**src/rtl/exc_entry_pkg.sv**
```systemverilog
package exc_entry_pkg;
    localparam int XLEN       = 32;
    localparam int CODE_W     = 12;
    localparam int MASK_W     = 4;
    localparam int SR_MD      = 30;
    localparam int SR_RB      = 29;
    localparam int SR_BL      = 28;
    localparam int SR_FD      = 15;
    localparam int SR_MASK_LO = 4;
    localparam int PC_STEP    = 2;

    typedef struct packed {
        logic [XLEN-1:0]   pc;
        logic [XLEN-1:0]   sr;
        logic [XLEN-1:0]   ssr;
        logic [XLEN-1:0]   spc;
        logic [XLEN-1:0]   sgr;
        logic [CODE_W-1:0] expevt;
        logic [CODE_W-1:0] intevt;
        logic              taken;
        logic              rst_req;
        logic              wake;
        logic              dslot_clr;
    } entry_state_t;
endpackage

```
**src/rtl/exc_entry_arb.sv**
```systemverilog
module exc_entry_arb
    import exc_entry_pkg::*;
#(
    parameter logic [CODE_W-1:0] ESCAPE_CODE = 12'h1E0
) (
    input  logic              exc_pend,
    input  logic [CODE_W-1:0] exc_code,
    input  logic              irq_req,
    input  logic              irq_vec_ok,
    input  logic              blocked,
    input  logic              sleeping,
    output logic              take_exc,
    output logic              take_irq,
    output logic              reset_req
);
    logic escape;
    logic irq_open;

    always_comb begin
        escape    = (exc_code == ESCAPE_CODE);
        // exceptions win; a blocked exception turns into a reset request
        take_exc  = exc_pend && (!blocked || escape);
        reset_req = exc_pend && blocked && !escape;
        irq_open  = !blocked || sleeping;
        take_irq  = !exc_pend && irq_req && irq_open && irq_vec_ok;
    end
endmodule

```
**src/rtl/exc_entry_target.sv**
```systemverilog
module exc_entry_target
    import exc_entry_pkg::*;
#(
    parameter int                                   N_RST      = 3,
    parameter logic [N_RST-1:0][CODE_W-1:0]         RST_CODES  = {12'h140, 12'h020, 12'h000},
    parameter int                                   N_MISS     = 2,
    parameter logic [N_MISS-1:0][CODE_W-1:0]        MISS_CODES = {12'h060, 12'h040},
    parameter logic [CODE_W-1:0]                    TRAP_CODE  = 12'h160,
    parameter logic [XLEN-1:0]                      RESET_PC   = 32'hA000_0000,
    parameter logic [XLEN-1:0]                      OFS_GEN    = 32'h0000_0100,
    parameter logic [XLEN-1:0]                      OFS_MISS   = 32'h0000_0400,
    parameter logic [XLEN-1:0]                      OFS_IRQ    = 32'h0000_0600
) (
    input  logic [CODE_W-1:0] exc_code,
    input  logic              take_irq,
    input  logic [XLEN-1:0]   vbr,
    output logic [XLEN-1:0]   target_pc,
    output logic              rst_class,
    output logic              trap
);
    logic [N_RST-1:0]  rst_hit;
    logic [N_MISS-1:0] miss_hit;

    for (genvar i = 0; i < N_RST; i++) begin : g_rst
        assign rst_hit[i] = (exc_code == RST_CODES[i]);
    end

    for (genvar j = 0; j < N_MISS; j++) begin : g_miss
        assign miss_hit[j] = (exc_code == MISS_CODES[j]);
    end

    always_comb begin
        rst_class = !take_irq && (|rst_hit);
        trap      = !take_irq && (exc_code == TRAP_CODE);
        if (take_irq) begin
            target_pc = vbr + OFS_IRQ;
        end else if (|rst_hit) begin
            target_pc = RESET_PC;
        end else if (|miss_hit) begin
            target_pc = vbr + OFS_MISS;
        end else begin
            target_pc = vbr + OFS_GEN;
        end
    end
endmodule

```
**src/rtl/exc_entry_ctx.sv**
```systemverilog
module exc_entry_ctx
    import exc_entry_pkg::*;
(
    input  logic [XLEN-1:0] sr_in,
    input  logic [XLEN-1:0] pc_in,
    input  logic            dslot,
    input  logic            rst_class,
    input  logic            trap,
    output logic [XLEN-1:0] entry_sr,
    output logic [XLEN-1:0] save_pc
);
    always_comb begin
        entry_sr         = sr_in;
        entry_sr[SR_BL]  = 1'b1;
        entry_sr[SR_MD]  = 1'b1;
        entry_sr[SR_RB]  = 1'b1;
        if (rst_class) begin
            entry_sr[SR_FD]                  = 1'b0;
            entry_sr[SR_MASK_LO +: MASK_W]   = '1;
        end
        save_pc = pc_in;
        // step back so the branch owning the delay slot runs again
        if (dslot) save_pc = save_pc - XLEN'(PC_STEP);
        // a trap resumes after itself
        if (trap)  save_pc = save_pc + XLEN'(PC_STEP);
    end
endmodule

```
**src/rtl/exc_entry_seq.sv**
```systemverilog
module exc_entry_seq
    import exc_entry_pkg::*;
#(
    parameter logic [CODE_W-1:0] ESCAPE_CODE = 12'h1E0,
    parameter logic [XLEN-1:0]   RESET_PC    = 32'hA000_0000
) (
    input  logic              clk,
    input  logic              rst_n,
    input  logic              exc_pend,
    input  logic [CODE_W-1:0] exc_code,
    input  logic              irq_req,
    input  logic              irq_vec_ok,
    input  logic [CODE_W-1:0] irq_vec,
    output logic [MASK_W-1:0] irq_lvl,
    input  logic [XLEN-1:0]   sr_in,
    input  logic [XLEN-1:0]   pc_in,
    input  logic [XLEN-1:0]   r15_in,
    input  logic [XLEN-1:0]   vbr_in,
    input  logic              dslot_in,
    input  logic              sleep_in,
    output logic              taken,
    output logic              rst_req,
    output logic              wake,
    output logic              dslot_clr,
    output logic [XLEN-1:0]   new_pc,
    output logic [XLEN-1:0]   new_sr,
    output logic [XLEN-1:0]   ssr,
    output logic [XLEN-1:0]   spc,
    output logic [XLEN-1:0]   sgr,
    output logic [CODE_W-1:0] expevt,
    output logic [CODE_W-1:0] intevt
);
    entry_state_t    st_d, st_q;
    logic            take_exc, take_irq, reset_hit;
    logic            rst_class, trap;
    logic [XLEN-1:0] target_pc, entry_sr, save_pc;

    exc_entry_arb #(.ESCAPE_CODE(ESCAPE_CODE)) i_arb (
        .exc_pend  (exc_pend),
        .exc_code  (exc_code),
        .irq_req   (irq_req),
        .irq_vec_ok(irq_vec_ok),
        .blocked   (sr_in[SR_BL]),
        .sleeping  (sleep_in),
        .take_exc  (take_exc),
        .take_irq  (take_irq),
        .reset_req (reset_hit)
    );

    exc_entry_target #(.RESET_PC(RESET_PC)) i_target (
        .exc_code (exc_code),
        .take_irq (take_irq),
        .vbr      (vbr_in),
        .target_pc(target_pc),
        .rst_class(rst_class),
        .trap     (trap)
    );

    exc_entry_ctx i_ctx (
        .sr_in    (sr_in),
        .pc_in    (pc_in),
        .dslot    (dslot_in),
        .rst_class(rst_class),
        .trap     (trap),
        .entry_sr (entry_sr),
        .save_pc  (save_pc)
    );

    always_comb begin
        st_d           = st_q;
        st_d.taken     = 1'b0;
        st_d.rst_req   = 1'b0;
        st_d.wake      = 1'b0;
        st_d.dslot_clr = 1'b0;
        if (take_exc || take_irq) begin
            st_d.taken     = 1'b1;
            st_d.wake      = 1'b1;
            st_d.dslot_clr = dslot_in;
            st_d.ssr       = sr_in;
            st_d.spc       = save_pc;
            st_d.sgr       = r15_in;
            st_d.sr        = entry_sr;
            st_d.pc        = target_pc;
            if (take_exc) st_d.expevt = exc_code;
            else          st_d.intevt = irq_vec;
        end else if (reset_hit) begin
            st_d.rst_req = 1'b1;
        end
    end

    always_ff @(posedge clk) begin
        if (!rst_n) st_q <= '0;
        else        st_q <= st_d;
    end

    assign irq_lvl   = sr_in[SR_MASK_LO +: MASK_W];
    assign taken     = st_q.taken;
    assign rst_req   = st_q.rst_req;
    assign wake      = st_q.wake;
    assign dslot_clr = st_q.dslot_clr;
    assign new_pc    = st_q.pc;
    assign new_sr    = st_q.sr;
    assign ssr       = st_q.ssr;
    assign spc       = st_q.spc;
    assign sgr       = st_q.sgr;
    assign expevt    = st_q.expevt;
    assign intevt    = st_q.intevt;
endmodule

```
**config.mk**
```make
export PLATFORM = sky130hd
export DESIGN_NAME = exc_entry_seq
export DESIGN_NICKNAME = d
export VERILOG_FILES = /design/src/rtl/exc_entry_pkg.sv /design/src/rtl/exc_entry_arb.sv /design/src/rtl/exc_entry_target.sv /design/src/rtl/exc_entry_ctx.sv /design/src/rtl/exc_entry_seq.sv
export SDC_FILE = /design/constraint.sdc
export NUM_CORES = 1
export LEC_CHECK = 0
export ABC_CLOCK_PERIOD_IN_PS = 10200
export BUFFER_PORTS_ARGS = -buffer_cell sky130_fd_sc_hd__buf_2
export CAP_MARGIN = 15
export CORE_MARGIN = 5
export CORE_UTILIZATION = 53
export CTS_BUF_LIST = sky130_fd_sc_hd__clkbuf_8 sky130_fd_sc_hd__clkbuf_16
export DETAILED_ROUTE_END_ITERATION = 16
export GPL_TIMING_DRIVEN = 0
export PLACE_DENSITY = 0.87
export SLEW_MARGIN = 10
export SYNTH_ARGS = -nofsm -noshare
export SYNTH_HDL_FRONTEND = slang
export SYNTH_SLANG_ARGS = --single-unit
```
**constraint.sdc**
```tcl
create_clock -name clk -period 10.2 [get_ports clk]
set_input_delay 2.55 -clock clk [delete_from_list [all_inputs] [get_ports clk]]
set_output_delay 2.55 -clock clk [all_outputs]
set_load 0.02 [all_outputs]
```
==> results.cfg <==
[run_status]
status = complete, no violations

[route]
drt_pass1_iterations = 6
drt_drc_violations_left = 0
dr.first_iter.drc_count = 782
route.antenna.remaining_nets = 0
routed_wirelength_um = 30800
number_of_vias_per_cell = 5.66
routed_wire_length_per_instance_um = 18.1
dr_total_vias = 9613

[timing]
count_of_endpoints_failing_hold_in_the_final_timing_report = 0
final.setup.tns_ps = 0
clock_skew_ps = 0
finalWorstPathRequiredPeriod_ps = 5500
rsz_0062_raised_after_global_routing = no
fin_hold_ws_ps = 449
setup_viol = 0
timing.max_slew.rel_slack_pct = 48.1
max_freq_ghz = 0.182
max_slew.worst_pin.slew_ps = 776
report.final.slew_viol_count = 0
min_period_over_period_pct = 53.9

[cells_and_area]
cell_area_after_layout_um2 = 11100
nNetsFinal = 1634
syn2layout_area_growth_pct = 30.4
leading_cell_type_in_the_layout_fill_and_taps_excluded = sky130_fd_sc_hd__buf_2
layout_common_cells = sky130_fd_sc_hd__buf_2, sky130_fd_sc_hd__nand2_1, sky130_fd_sc_hd__dfxtp_1
layout_cells_sized_above_1_pct = 29.2
filler_instances = 1357
layoutNonFillerInstCount = 1699

[clocking]
ctsResizeCount = 0
cts_sinks = 161
ctsLongestPathBuffers = 2
cts_setup_buffers = 0
cts_tree = yes
cts.hold.buffers_added = 0
cts_root_buf = sky130_fd_sc_hd__clkbuf_16
clock_insertion_delay_worst_skew_ps = 410
htreeDepth = 4
worst_setup_hold_path_clk_slew_ps = 60
numCtsBuffers = 17

[synth]
postSynthRegisterBits = 161
syn_avg_cell_area_um2 = 7.66
yosys-top-cells-area = sky130_fd_sc_hd__dfxtp_1, sky130_fd_sc_hd__nand2_1, sky130_fd_sc_hd__a21oi_1, sky130_fd_sc_hd__xnor2_1, sky130_fd_sc_hd__xor2_1
ys.flop_type = sky130_fd_sc_hd__dfxtp_1
ys_warn_count = 0
mappedNetlistArea_um2 = 8520
synth.yosys.seq_area_share_pct = 37.8
netlist.area_leader.share_pct = 37.8
synthesis.instances = 1112
synth_edf_count = 0
synth_async_sr_flop_share_pct = 0
mappedNetlistNets = 1278
synth_area_leader_cell = sky130_fd_sc_hd__dfxtp_1
netlist-cell-type-count = 71

[power_and_ir_drop]
seqPwrFrac_pct = 41.0
comb_power_share_pct = 18.8
ir_worst_vdd_v = 0.000132
pwr-share-clk_pct = 40.2
power_density_nw_per_um2 = 151
switching_share_pct = 28.9
p_leak_nw = 4.97
cell_internal_pwr_mw = 1.19
total_switching_power_mw = 0.484

[floorplan]
fp.dieArea_um2 = 18700
design.portCount = 351
floorplan.initialDensity_pct = 53.8
fp.dieW_um = 137
die_h_um = 137
design.core.area_um2 = 15800
num_rows = 46

[global_routing]
antenna_found_initial = 2
via_count_of_the_first_global_routing_pass = 8831
grt_max_degree = 17
grt_util_all_layers_pct = 31.5
grt_pass1_wl_um = 46600
gr-total-overflow = 0

[worst_setup_path]
reg2reg_setup_slack_ps = 9350
worst-endpoint-arrival_ps = 2950
required_time_reported_for_the_critical_path_endpoint_ps = 7650
worst_setup_path_class = in -> out
crit_path_max_fanout = 3
startpoint_type = input port
worstSetupEndpointType = output port

[job]
max-cap-violations = 0

[place]
gp_routability_congestion = 0.958
place.port_buffers = 337
dpl_cell_area_um2 = 10500
dp_hpwl_um = 24000
numPlacedInstances = 1665

[min_path]
worst_hold_path_type = reg -> reg
-- cells in the mapped netlist, types with 16 or more instances --
| master | n |
|---|---|
| sky130_fd_sc_hd__xnor2_1 | 34 |
| sky130_fd_sc_hd__clkbuf_1 | 62 |
| sky130_fd_sc_hd__nand2_1 | 237 |
| sky130_fd_sc_hd__nand3_1 | 50 |
| sky130_fd_sc_hd__buf_4 | 31 |
| sky130_fd_sc_hd__a21oi_1 | 130 |
| sky130_fd_sc_hd__nor3_1 | 42 |
| sky130_fd_sc_hd__dfxtp_1 | 161 |
| sky130_fd_sc_hd__o21ai_0 | 38 |
| sky130_fd_sc_hd__xor2_1 | 33 |
| sky130_fd_sc_hd__nand4_1 | 16 |
| sky130_fd_sc_hd__nor2_1 | 73 |
-- worst max-delay path, cell delays in order --
cell and delay [ps]:
sky130_fd_sc_hd__buf_2 130, sky130_fd_sc_hd__buf_4 120, sky130_fd_sc_hd__buf_2 150
-- sequential cells by signal (all words and copies together) (netlist names) --
register   flops
intevt        12
expevt        12
sgr           32
new_pc        32
taken          1
spc           32
new_sr        30
ssr            8
rst_req        1
dslot_clr      1
-- through the flow --
step	total power, mW	utilization, %	setup slack (ps)
6_report	1.68	70.2	4700
5_1_grt	1.74	70.1	4610
2_1_floorplan	0.883	-	4970
3_5_place_dp	1.01	66.2	4380
3_3_place_gp	1.00	66.2	4420
4_1_cts	1.68	70.1	4710
-- power groups by stage --
stage                     Combinational [mW]  Clock [mW]  Sequential [mW]
final                                  0.315       0.675            0.687
after global routing                   0.341       0.708            0.691
after CTS                              0.314       0.680            0.687
after detailed placement               0.311           0            0.700
after global placement                 0.306           0            0.699
after floorplan                        0.139           0            0.744
-- metal layers --
metal,global-route usage [%],up-vias,wire length (um)
met5,0,-,0
met4,15.4,0,1390
met3,6.07,94,2470
met2,53.4,482,15200
met1,38.3,4428,11800
li1,-,4609,-
-- kinds of logic (layout without fill, tap and decap cells) --
group           Yosys count  count (layout)  share of synthesized area [%]
compound gates          247             247                           17.7
simple gates            508             508                           29.0
flops                   161             161                           37.8
mux                       8               8                          0.955
fa+ha+maj                 7               7                           1.03
xor+xnor                 67              67                           6.89
other cells               0               3                              0
buf+inv                 114             482                           6.54
-- area by class of cell --
cell class                      count  area (um^2)  area share (%)
Antenna cell                        3         7.51          0.0676
Buffer                            104          519            4.68
Clock buffer                       18          439            3.95
Clock inverter                     13          183            1.65
Inverter                           10         37.5           0.338
Multi-Input combinational cell    837         4740            42.7
Sequential cell                   161         3220            29.0
Tap cell                          216          270            2.43
Timing Repair Buffer              337         1690            15.2
-- final timing paths --
check	start	to	depth (start not counted)
worst max register to register	new_pc[19]$_SDFFE_PN0N_	new_pc[19]$_SDFFE_PN0N_	2
worst min-delay path	spc[30]$_SDFFE_PN0N_	spc[30]$_SDFFE_PN0N_	2
worst max-delay path	sr_in[4]	irq_lvl[0]	3
worst min register to register	spc[30]$_SDFFE_PN0N_	spc[30]$_SDFFE_PN0N_	2
No activity file was read; power rests on OpenSTA's default activity.
